$ cat config.mk
export PLATFORM = sky130hd
export DESIGN_NAME = term_cursor_ctrl
export DESIGN_NICKNAME = d
export VERILOG_FILES = /design/src/rtl/term_pkg.sv /design/src/rtl/term_cmd_decode.sv /design/src/rtl/term_cursor_step.sv /design/src/rtl/term_erase_seq.sv /design/src/rtl/term_cursor_ctrl.sv
export SDC_FILE = /design/constraint.sdc
export NUM_CORES = 1
export LEC_CHECK = 0
export BUFFER_PORTS_ARGS = -buffer_cell sky130_fd_sc_hd__buf_4
export CAP_MARGIN = 20
export CELL_PAD_IN_SITES_DETAIL_PLACEMENT = 1
export CELL_PAD_IN_SITES_GLOBAL_PLACEMENT = 1
export CORE_ASPECT_RATIO = 2
export CORE_MARGIN = 3
export CORE_UTILIZATION = 44
export DETAILED_ROUTE_END_ITERATION = 7
export PLACE_DENSITY = 0.87
export SLEW_MARGIN = 5
export SYNTH_ARGS = -nofsm -noshare
export SYNTH_HDL_FRONTEND = slang
export SYNTH_SLANG_ARGS = --single-unit
$ cat constraint.sdc
create_clock -name clk -period 4.4 [get_ports clk]
set_clock_uncertainty 0.05 [all_clocks]
set_input_delay 0.22 -clock clk [delete_from_list [all_inputs] [get_ports clk]]
set_output_delay 0.22 -clock clk [all_outputs]
set_load 0.02 [all_outputs]
$ cat src/rtl/term_pkg.sv
package term_pkg;

    localparam int COLS   = 32;
    localparam int ROWS   = 16;
    localparam int COL_W  = $clog2(COLS);
    localparam int ROW_W  = $clog2(ROWS);
    localparam int CELLS  = COLS * ROWS;
    localparam int CELL_W = COL_W + ROW_W;

    localparam logic [7:0] CH_BELL  = 8'h07;
    localparam logic [7:0] CH_LEFT  = 8'h08;
    localparam logic [7:0] CH_RIGHT = 8'h09;
    localparam logic [7:0] CH_DOWN  = 8'h0A;
    localparam logic [7:0] CH_UP    = 8'h0B;
    localparam logic [7:0] CH_ERASE = 8'h0C;
    localparam logic [7:0] CH_CR    = 8'h0D;
    localparam logic [7:0] CH_HOME  = 8'h1E;
    localparam logic [7:0] CH_SPACE = 8'h20;
    localparam logic [7:0] CH_TILDE = 8'h7E;

    typedef enum logic [3:0] {
        K_NONE, K_PRINT, K_LEFT, K_RIGHT, K_DOWN,
        K_UP, K_ERASE, K_CR, K_HOME, K_BELL
    } cmd_e;

    typedef struct packed {
        logic [ROW_W-1:0] row;
        logic [COL_W-1:0] col;
    } pos_t;

    function automatic logic is_printable(input logic [7:0] b);
        return (b >= CH_SPACE) && (b <= CH_TILDE);
    endfunction

endpackage

$ cat src/rtl/term_cmd_decode.sv
module term_cmd_decode
    import term_pkg::*;
(
    input  logic [7:0] code,
    output cmd_e       cmd
);

    always_comb begin
        if (is_printable(code)) begin
            cmd = K_PRINT;
        end else begin
            case (code)
                CH_BELL:  cmd = K_BELL;
                CH_LEFT:  cmd = K_LEFT;
                CH_RIGHT: cmd = K_RIGHT;
                CH_DOWN:  cmd = K_DOWN;
                CH_UP:    cmd = K_UP;
                CH_ERASE: cmd = K_ERASE;
                CH_CR:    cmd = K_CR;
                CH_HOME:  cmd = K_HOME;
                default:  cmd = K_NONE;
            endcase
        end
    end

endmodule

$ cat src/rtl/term_cursor_step.sv
module term_cursor_step
    import term_pkg::*;
#(
    parameter int PAGES  = 2,
    parameter int PAGE_W = 1
) (
    input  logic [PAGE_W-1:0] cur_page,
    input  pos_t              cur_pos,
    input  cmd_e              cmd,
    output logic [PAGE_W-1:0] nxt_page,
    output pos_t              nxt_pos
);

    logic              last_col;
    logic              last_row;
    logic [PAGE_W-1:0] page_inc;

    assign last_col = (cur_pos.col == COL_W'(COLS - 1));
    assign last_row = (cur_pos.row == ROW_W'(ROWS - 1));
    assign page_inc = (cur_page == PAGE_W'(PAGES - 1)) ? '0 : cur_page + PAGE_W'(1);

    always_comb begin
        nxt_page = cur_page;
        nxt_pos  = cur_pos;
        case (cmd)
            K_PRINT, K_RIGHT: begin
                if (!last_col) begin
                    nxt_pos.col = cur_pos.col + COL_W'(1);
                end else begin
                    nxt_pos.col = '0;
                    if (last_row) begin
                        nxt_pos.row = '0;
                        nxt_page    = page_inc;
                    end else begin
                        nxt_pos.row = cur_pos.row + ROW_W'(1);
                    end
                end
            end
            K_LEFT: begin
                if (cur_pos.col != '0) nxt_pos.col = cur_pos.col - COL_W'(1);
            end
            K_DOWN: begin
                if (last_row) begin
                    nxt_pos.row = '0;
                    nxt_page    = page_inc;
                end else begin
                    nxt_pos.row = cur_pos.row + ROW_W'(1);
                end
            end
            K_UP: begin
                if (cur_pos.row != '0) nxt_pos.row = cur_pos.row - ROW_W'(1);
            end
            K_CR:            nxt_pos.col = '0;
            K_HOME, K_ERASE: nxt_pos     = '0;
            default: ;
        endcase
    end

endmodule

$ cat src/rtl/term_erase_seq.sv
module term_erase_seq
    import term_pkg::*;
(
    input  logic              clk,
    input  logic              rst,
    input  logic              start,
    output logic              active,
    output logic [CELL_W-1:0] idx
);

    always_ff @(posedge clk) begin
        if (rst) begin
            active <= 1'b0;
            idx    <= '0;
        end else if (start) begin
            active <= 1'b1;
            idx    <= '0;
        end else if (active) begin
            idx <= idx + CELL_W'(1);
            if (idx == CELL_W'(CELLS - 1)) active <= 1'b0;
        end
    end

endmodule

$ cat src/rtl/term_cursor_ctrl.sv
module term_cursor_ctrl
    import term_pkg::*;
#(
    parameter int PAGES = 2,
    localparam int PAGE_W = (PAGES > 1) ? $clog2(PAGES) : 1,
    localparam int ADDR_W = PAGE_W + CELL_W
) (
    input  logic              clk,
    input  logic              rst,
    input  logic              in_valid,
    input  logic [7:0]        in_byte,
    output logic              busy,
    output logic              wr_en,
    output logic [ADDR_W-1:0] wr_addr,
    output logic [7:0]        wr_data,
    output logic [PAGE_W-1:0] page_idx,
    output logic [ROW_W-1:0]  cur_row,
    output logic [COL_W-1:0]  cur_col,
    output logic              bell
);

    cmd_e              dec_cmd;
    cmd_e              act_cmd;
    logic              accept;
    logic              ers_active;
    logic [CELL_W-1:0] ers_idx;
    pos_t              pos_q;
    pos_t              pos_d;
    logic [PAGE_W-1:0] page_q;
    logic [PAGE_W-1:0] page_d;

    term_cmd_decode u_dec (
        .code (in_byte),
        .cmd  (dec_cmd)
    );

    assign accept  = in_valid && !ers_active;
    assign act_cmd = accept ? dec_cmd : K_NONE;

    term_cursor_step #(.PAGES(PAGES), .PAGE_W(PAGE_W)) u_step (
        .cur_page (page_q),
        .cur_pos  (pos_q),
        .cmd      (act_cmd),
        .nxt_page (page_d),
        .nxt_pos  (pos_d)
    );

    term_erase_seq u_erase (
        .clk    (clk),
        .rst    (rst),
        .start  (act_cmd == K_ERASE),
        .active (ers_active),
        .idx    (ers_idx)
    );

    always_ff @(posedge clk) begin
        if (rst) begin
            pos_q   <= '0;
            page_q  <= '0;
            wr_en   <= 1'b0;
            wr_addr <= '0;
            wr_data <= '0;
            bell    <= 1'b0;
        end else begin
            pos_q  <= pos_d;
            page_q <= page_d;
            bell   <= (act_cmd == K_BELL);
            wr_en  <= (act_cmd == K_PRINT) || ers_active;
            if (ers_active) begin
                wr_addr <= {page_q, ers_idx};
                wr_data <= CH_SPACE;
            end else begin
                wr_addr <= {page_q, pos_q};
                wr_data <= in_byte;
            end
        end
    end

    assign busy     = ers_active;
    assign page_idx = page_q;
    assign cur_row  = pos_q.row;
    assign cur_col  = pos_q.col;

endmodule

# == Word-level counts from Yosys, hierarchy flattened ==
# Memories as Yosys holds them, arrays and structs flattened.
# Cells that the tools add are included.
# totals
ff_bits,40
romBits,128
in_bits,11
out_inout_bits,31
wordCells,71
n_memories,1
# mem_list
memory,words,width,rd,rd_clocked_by_memory_dff,write_ports,line_no,source
(no name shown),32,4,1,0,0,term_cmd_decode.sv:12,case (code)
# classes
add_sub_neg,6
order_cmp,2
eq_ne,15
mux,19
n_reduce_logical,18
# ops
operator,count
two-way mux 4 bit,6
equality test 4 x 3 -> 1 bit (second input constant),4
case mux 4 bit (4 select lines),1
case mux 5 bit (3 select lines),1
equality test 4 bit (second input constant),3
two-way mux 5 bit,2
adder 9 x 1 -> 9 bit (second input constant),1
equality test 9 bit (second input constant),1
two-way mux 9 bit,1
equality test 4 x 2 -> 1 bit (second input constant),2
>= comparator 8 x 6 -> 1 bit (second input constant),1
less-or-equal comparator 8 x 7 -> 1 bit (second input constant),1
nonzero test 4 bit,2
OR reduction 2 bit,4
two-way mux 1 bit,6
two-way mux 6 bit,1
!= test 2 x 1 -> 1 bit (second input constant),3
adder 5 x 1 -> 5 bit (second input constant),1
equality test 5 bit (second input constant),1
nonzero test 5 bit,1
subtractor 5 x 1 -> 5 bit (second input constant),1
adder 4 x 1 -> 4 bit (second input constant),1
equality test 4 x 1 -> 1 bit (second input constant),1
AND reduction 2 bit,2
other kinds (11),12

# == Longest topological paths before layout ==
# depth
depth_word,8
ltp_mapped,9
mapped_depth_nobuf,8

# == Cells and area by module ==
# A second synthesis with hierarchy kept.
# unflattened
cells_unflattened,234
hier_area_um2,2100.8
# modules_own_cells
module,instances,cells_each,area_each_um2,seq_area_each_um2
term_cursor_ctrl,1,85,962.2,600.6
term_cursor_step,1,83,596.8,0.0
term_erase_seq,1,48,432.9,200.2
term_cmd_decode,1,18,108.9,0.0

# == Least setup slack after synthesis ==
# OpenSTA, ideal clock, no wires.
# synth_path
kind,reg2reg
start,register u_erase.active
end,register pos_q (netlist bit cur_row[3])
setup_time_ns,0.134
arrival_ns,1.869
t_required_ns,4.216
path_slack_ns,2.347
stages_incl_launch_ff,7
n_path_buf,0
period_less_slack_ns,2.053
cell_sequence,dfxtp_1 -> or3b_4 -> nor4_2 -> o31ai_1 -> a211o_1 -> a22oi_1 -> a211oi_1
# synth_between
elab_chain_len,7
word_cells_on_any_way,16
classes_between,8 x eq/ne; 2 x mux; 6 x reduce/logical
# synth_lines
item,line_no,source
from (decl),term_erase_seq.sv:7,"output logic active,"
from (signal assigned),term_erase_seq.sv:13,active <= 1'b0;
from (signal assigned),term_erase_seq.sv:16,active <= 1'b1;
from (signal assigned),term_erase_seq.sv:20,if (idx == CELL_W'(CELLS - 1)) active <= 1'b0;
logical NOT 1 bit *,term_cursor_ctrl.sv:37,assign accept = in_valid && !ers_active;
logical AND 1 bit *,term_cursor_ctrl.sv:37,
two-way mux 4 bit *,term_cursor_ctrl.sv:38,assign act_cmd = accept ? dec_cmd : K_NONE;
equality test 4 x 1 -> 1 bit (tied with other cells),term_cursor_step.sv:25,case (cmd)
OR reduction 2 bit,term_cursor_step.sv:25,
!= test 2 x 1 -> 1 bit (no source line) or nonzero test 4 bit (tied branches),n/a,
AND reduction 3 bit (no source line),n/a,
to (signal assigned),term_cursor_ctrl.sv:65,pos_q <= pos_d;
to (decl),term_cursor_ctrl.sv:27,pos_t pos_q;
# Mark *: on every way between the ends. The rest lies on a longest branch, timed or not.
# A chain may end at the register's enable or synchronous reset.

# == Worst setup path after layout ==
# Ends and elaborated chain as after synthesis.

==> results.md <==
* Worst Path Max Fanout at 24
* Endpoint, Worst Hold: wr_data[6]$_SDFF_PP0_
* Avg Cell Area, Syn at 8.58 um^2
* Post-synthesis sequential area ratio at 0.355
* Clock tree from TritonCTS: built
* Hold Path Stages at 2
* Worst-skew pair later-pin latency at 290 ps
* Antenna-violating nets left at 0
* DRC Markers at 0
* Max-cap violations at 0
* Layout cell share with drive strength beyond 1 at 0.217
* Worst Tran Pin Value at between 1000 and 1500 ps
* Syn_nets at 285
* CTS Hold Bufs at 0
* Postcts setup bufs at 0
* Depth of the worst register-to-register path at 6
* Net count, final at 322
* Slowest cell delay on critical path at 640 ps
* Sw Ratio at 0.238
* Clk root buf: clkbuf_8
* HP Start: in_byte[6]
* Final Wtd Congestion at 0.849
* Hold Violations, Final at 0
* Power Dens Cells at a little over 300 nW/um^2
* Ys flop type: dfxtp_1
* Slowest cell on the critical path: dfxtp_1
* CP Buf/Inv Count at 0
* Synth top area cells: dfxtp_1 (35%), nor2_1 (6.2%), ha_1 (6.1%)
* Clock slew at reported path FFs at 80 ps
* Total power at 826 uW
* Dpl cells at 350
* WS Path Type: reg -> reg
* CP arrival at around 2800 ps
* Pleak at 1.09 nW
* Total gr overflow at 0
* Die Area at roughly 6000 um^2
* F_max at 380 MHz
* IO buf count at 41
* CTS Sinks at 40
* Die W at 56.6 um
* Top delay family on crit path: simple AND/OR/NAND/NOR gates
* Combinational share of power at 0.117
* VDD IR max at approximately 0.00028 V
* Die Span Y at 107 um
* Row cnt at 36
* Sw Pwr at 197 uW
* Clk pwr share at 0.429
* Worst setup SP type: register
* Most frequent cell after synthesis: dfxtp_1
* First-pass GRT wire length at between 10 and 15 mm
* Area delta synth->final at 20.6%
* Area share of the largest cell type after synthesis at 0.355
* Iter 0 DRT Violations at between 40 and 50
* CP required at 4530 ps
* Initial core utilization at 0.459
* Distinct cells, synth at 58
* Min cycle time layout at 2630 ps
* Routed WL per cell at 18.0 um
* Final non-filler cell total at 357
* Reg2reg setup slack at 1770 ps
* Via Count at 2161
* Ports at 42
* Post-synth EDFFs at 0
* Pre-CTS setup slack at 1810 ps
* Core footprint at 4910 um^2
* Ant. Diodes at 0
* Max Buffers Root-to-Sink at 2
* Antenna violations before repair at 0
* Tcrit/Tclk final at 0.598
* Yosys Warn Count at 0
* Area post-placement at between 2000 and 3000 um^2
* Number of global-route vias before repair at 2297
* Async SR Flop Fraction at 0
* Post-CTS sizing at 0
* Sequential power share at 0.454
* RSZ-0062 raised after global routing: false
* CTS Buf Count at 5
* Internal power at 629 uW
* Hold Path Class: in -> reg
* Design area at 2720 um^2
* Final WL at around 6.4 mm
* Status: complete, no violations
* Max-Slew Margin vs Limit at 0.325
* Final setup violation count at 0
* Final Max Tran Viols at 0
* Setup WS post-layout at roughly 1800 ps
* Vias per cell at roughly 6.1
* Synthesized area at 2260 um^2
* Hpwl dp at 4.79 mm
* Critical Path, Cell by Cell: or3b_4 > nor4_2 > o31ai_1 > a211o_1 > a22oi_1 > a211oi_1
* CTS H-tree lvls at 2
* GRT Total Usage at 0.220
* Yosys reg bits at 40
* Fin Setup TNS at 0 ps
* Reg2Reg Launch Point: u_erase.active$_SDFF_PP0_
* First-pass iteration count of the detailed router at 4
* R2R Path End: cur_row[3]$_SDFFE_PP0P_
* Cells after Synth at 263
* Critical Path Sink Type: register
* Top cells by count, synth: dfxtp_1 (40), nor2_1 (37), nand2_1 (15), inv_1 (14), mux2i_1 (12)
* Synth area leader: dfxtp_1
* Largest net degree at the start of global routing at 28
worst register-to-register path, delay by kind of cell (launching register included):
kind               cells  cell delay [ps]
and+or+nand+nor        2             1060
AOI/OAI and AO/OA      4              760
DFF                    1              640
cell families (layout without fill, tap and decap cells):
logic type      count (synthesis)  count (layout)  synth area share
buf+inv                        25              62            0.0422
fa+ha+maj                      11              11            0.0610
compound gates                 57              57             0.192
flops                          40              40             0.355
xor+xnor                        9               9            0.0349
mux                            13              13            0.0582
simple gates                  108             108             0.256
metal layers:
layer  wire length, um  part of all wire  up-vias  GRT usage
met5                 0                 0        -          0
met4               312             0.049        0      0.136
met3               214             0.033       29     0.0288
met2              3480              0.54       67      0.406
met1              2400              0.37     1043      0.227
li1                  -                 -     1022          -
power groups by stage:
stage | sequential (mW) | clock, mW | combinational (mW)
floorplan | 0.391 | 0 | 0.0512
global placement | 0.383 | 0 | 0.0940
detailed placement | 0.384 | 0 | 0.0953
CTS | 0.375 | 0.357 | 0.0967
global route | 0.376 | 0.372 | 0.106
finish | 0.375 | 0.355 | 0.0970
final cells by class:
cell class,count,area [um^2]
multi-input cells,198,1360
flip-flops and latches,40,801
clock inverters,2,60.1
inverters,14,52.6
well taps,57,71.3
fillers,603,2190
clock buffers,5,68.8
repair buffers,41,308
sequential cells by signal (all words and copies together) (netlist names):
name            cells
cur_col             5
wr_data             8
u_erase.active      1
cur_row             4
wr_addr            10
u_erase.idx         9
wr_en               1
bell                1
page_idx            1
cell usage in the layout (no fill, tap or decap), types with 4 or more instances in the layout:
cell type,count
buf_4,41
dfxtp_1,40
nor2_1,37
nand2_1,15
inv_1,14
mux2i_1,12
ha_1,11
nor3_1,9
a21oi_1,9
o21ai_0,7
nand4_1,6
nand3_1,6
o31ai_1,5
and2_1,5
xnor2_1,5
clkbuf_8,5
and3_1,4
xor2_1,4
o22ai_1,4
stage by stage:
step / utilization / hold WS [ps]
floorplan: - / 286
detailed placement: 0.528 / 409
CTS: 0.554 / 109
finish: 0.554 / 113
global placement: 0.528 / 407
global route: 0.554 / 130
how the worst max path moves through the flow:
stage,startpoint,endpoint,depth (start not counted)
floorplan,u_erase.active$_SDFF_PP0_,cur_row[3]$_SDFFE_PP0P_,6
global placement,u_erase.active$_SDFF_PP0_,cur_row[3]$_SDFFE_PP0P_,6
detailed placement,u_erase.active$_SDFF_PP0_,cur_row[3]$_SDFFE_PP0P_,6
CTS,u_erase.active$_SDFF_PP0_,cur_row[3]$_SDFFE_PP0P_,6
global route,u_erase.active$_SDFF_PP0_,cur_row[3]$_SDFFE_PP0P_,6
finish,u_erase.active$_SDFF_PP0_,cur_row[3]$_SDFFE_PP0P_,6
Power figures use the tool's default switching activity.
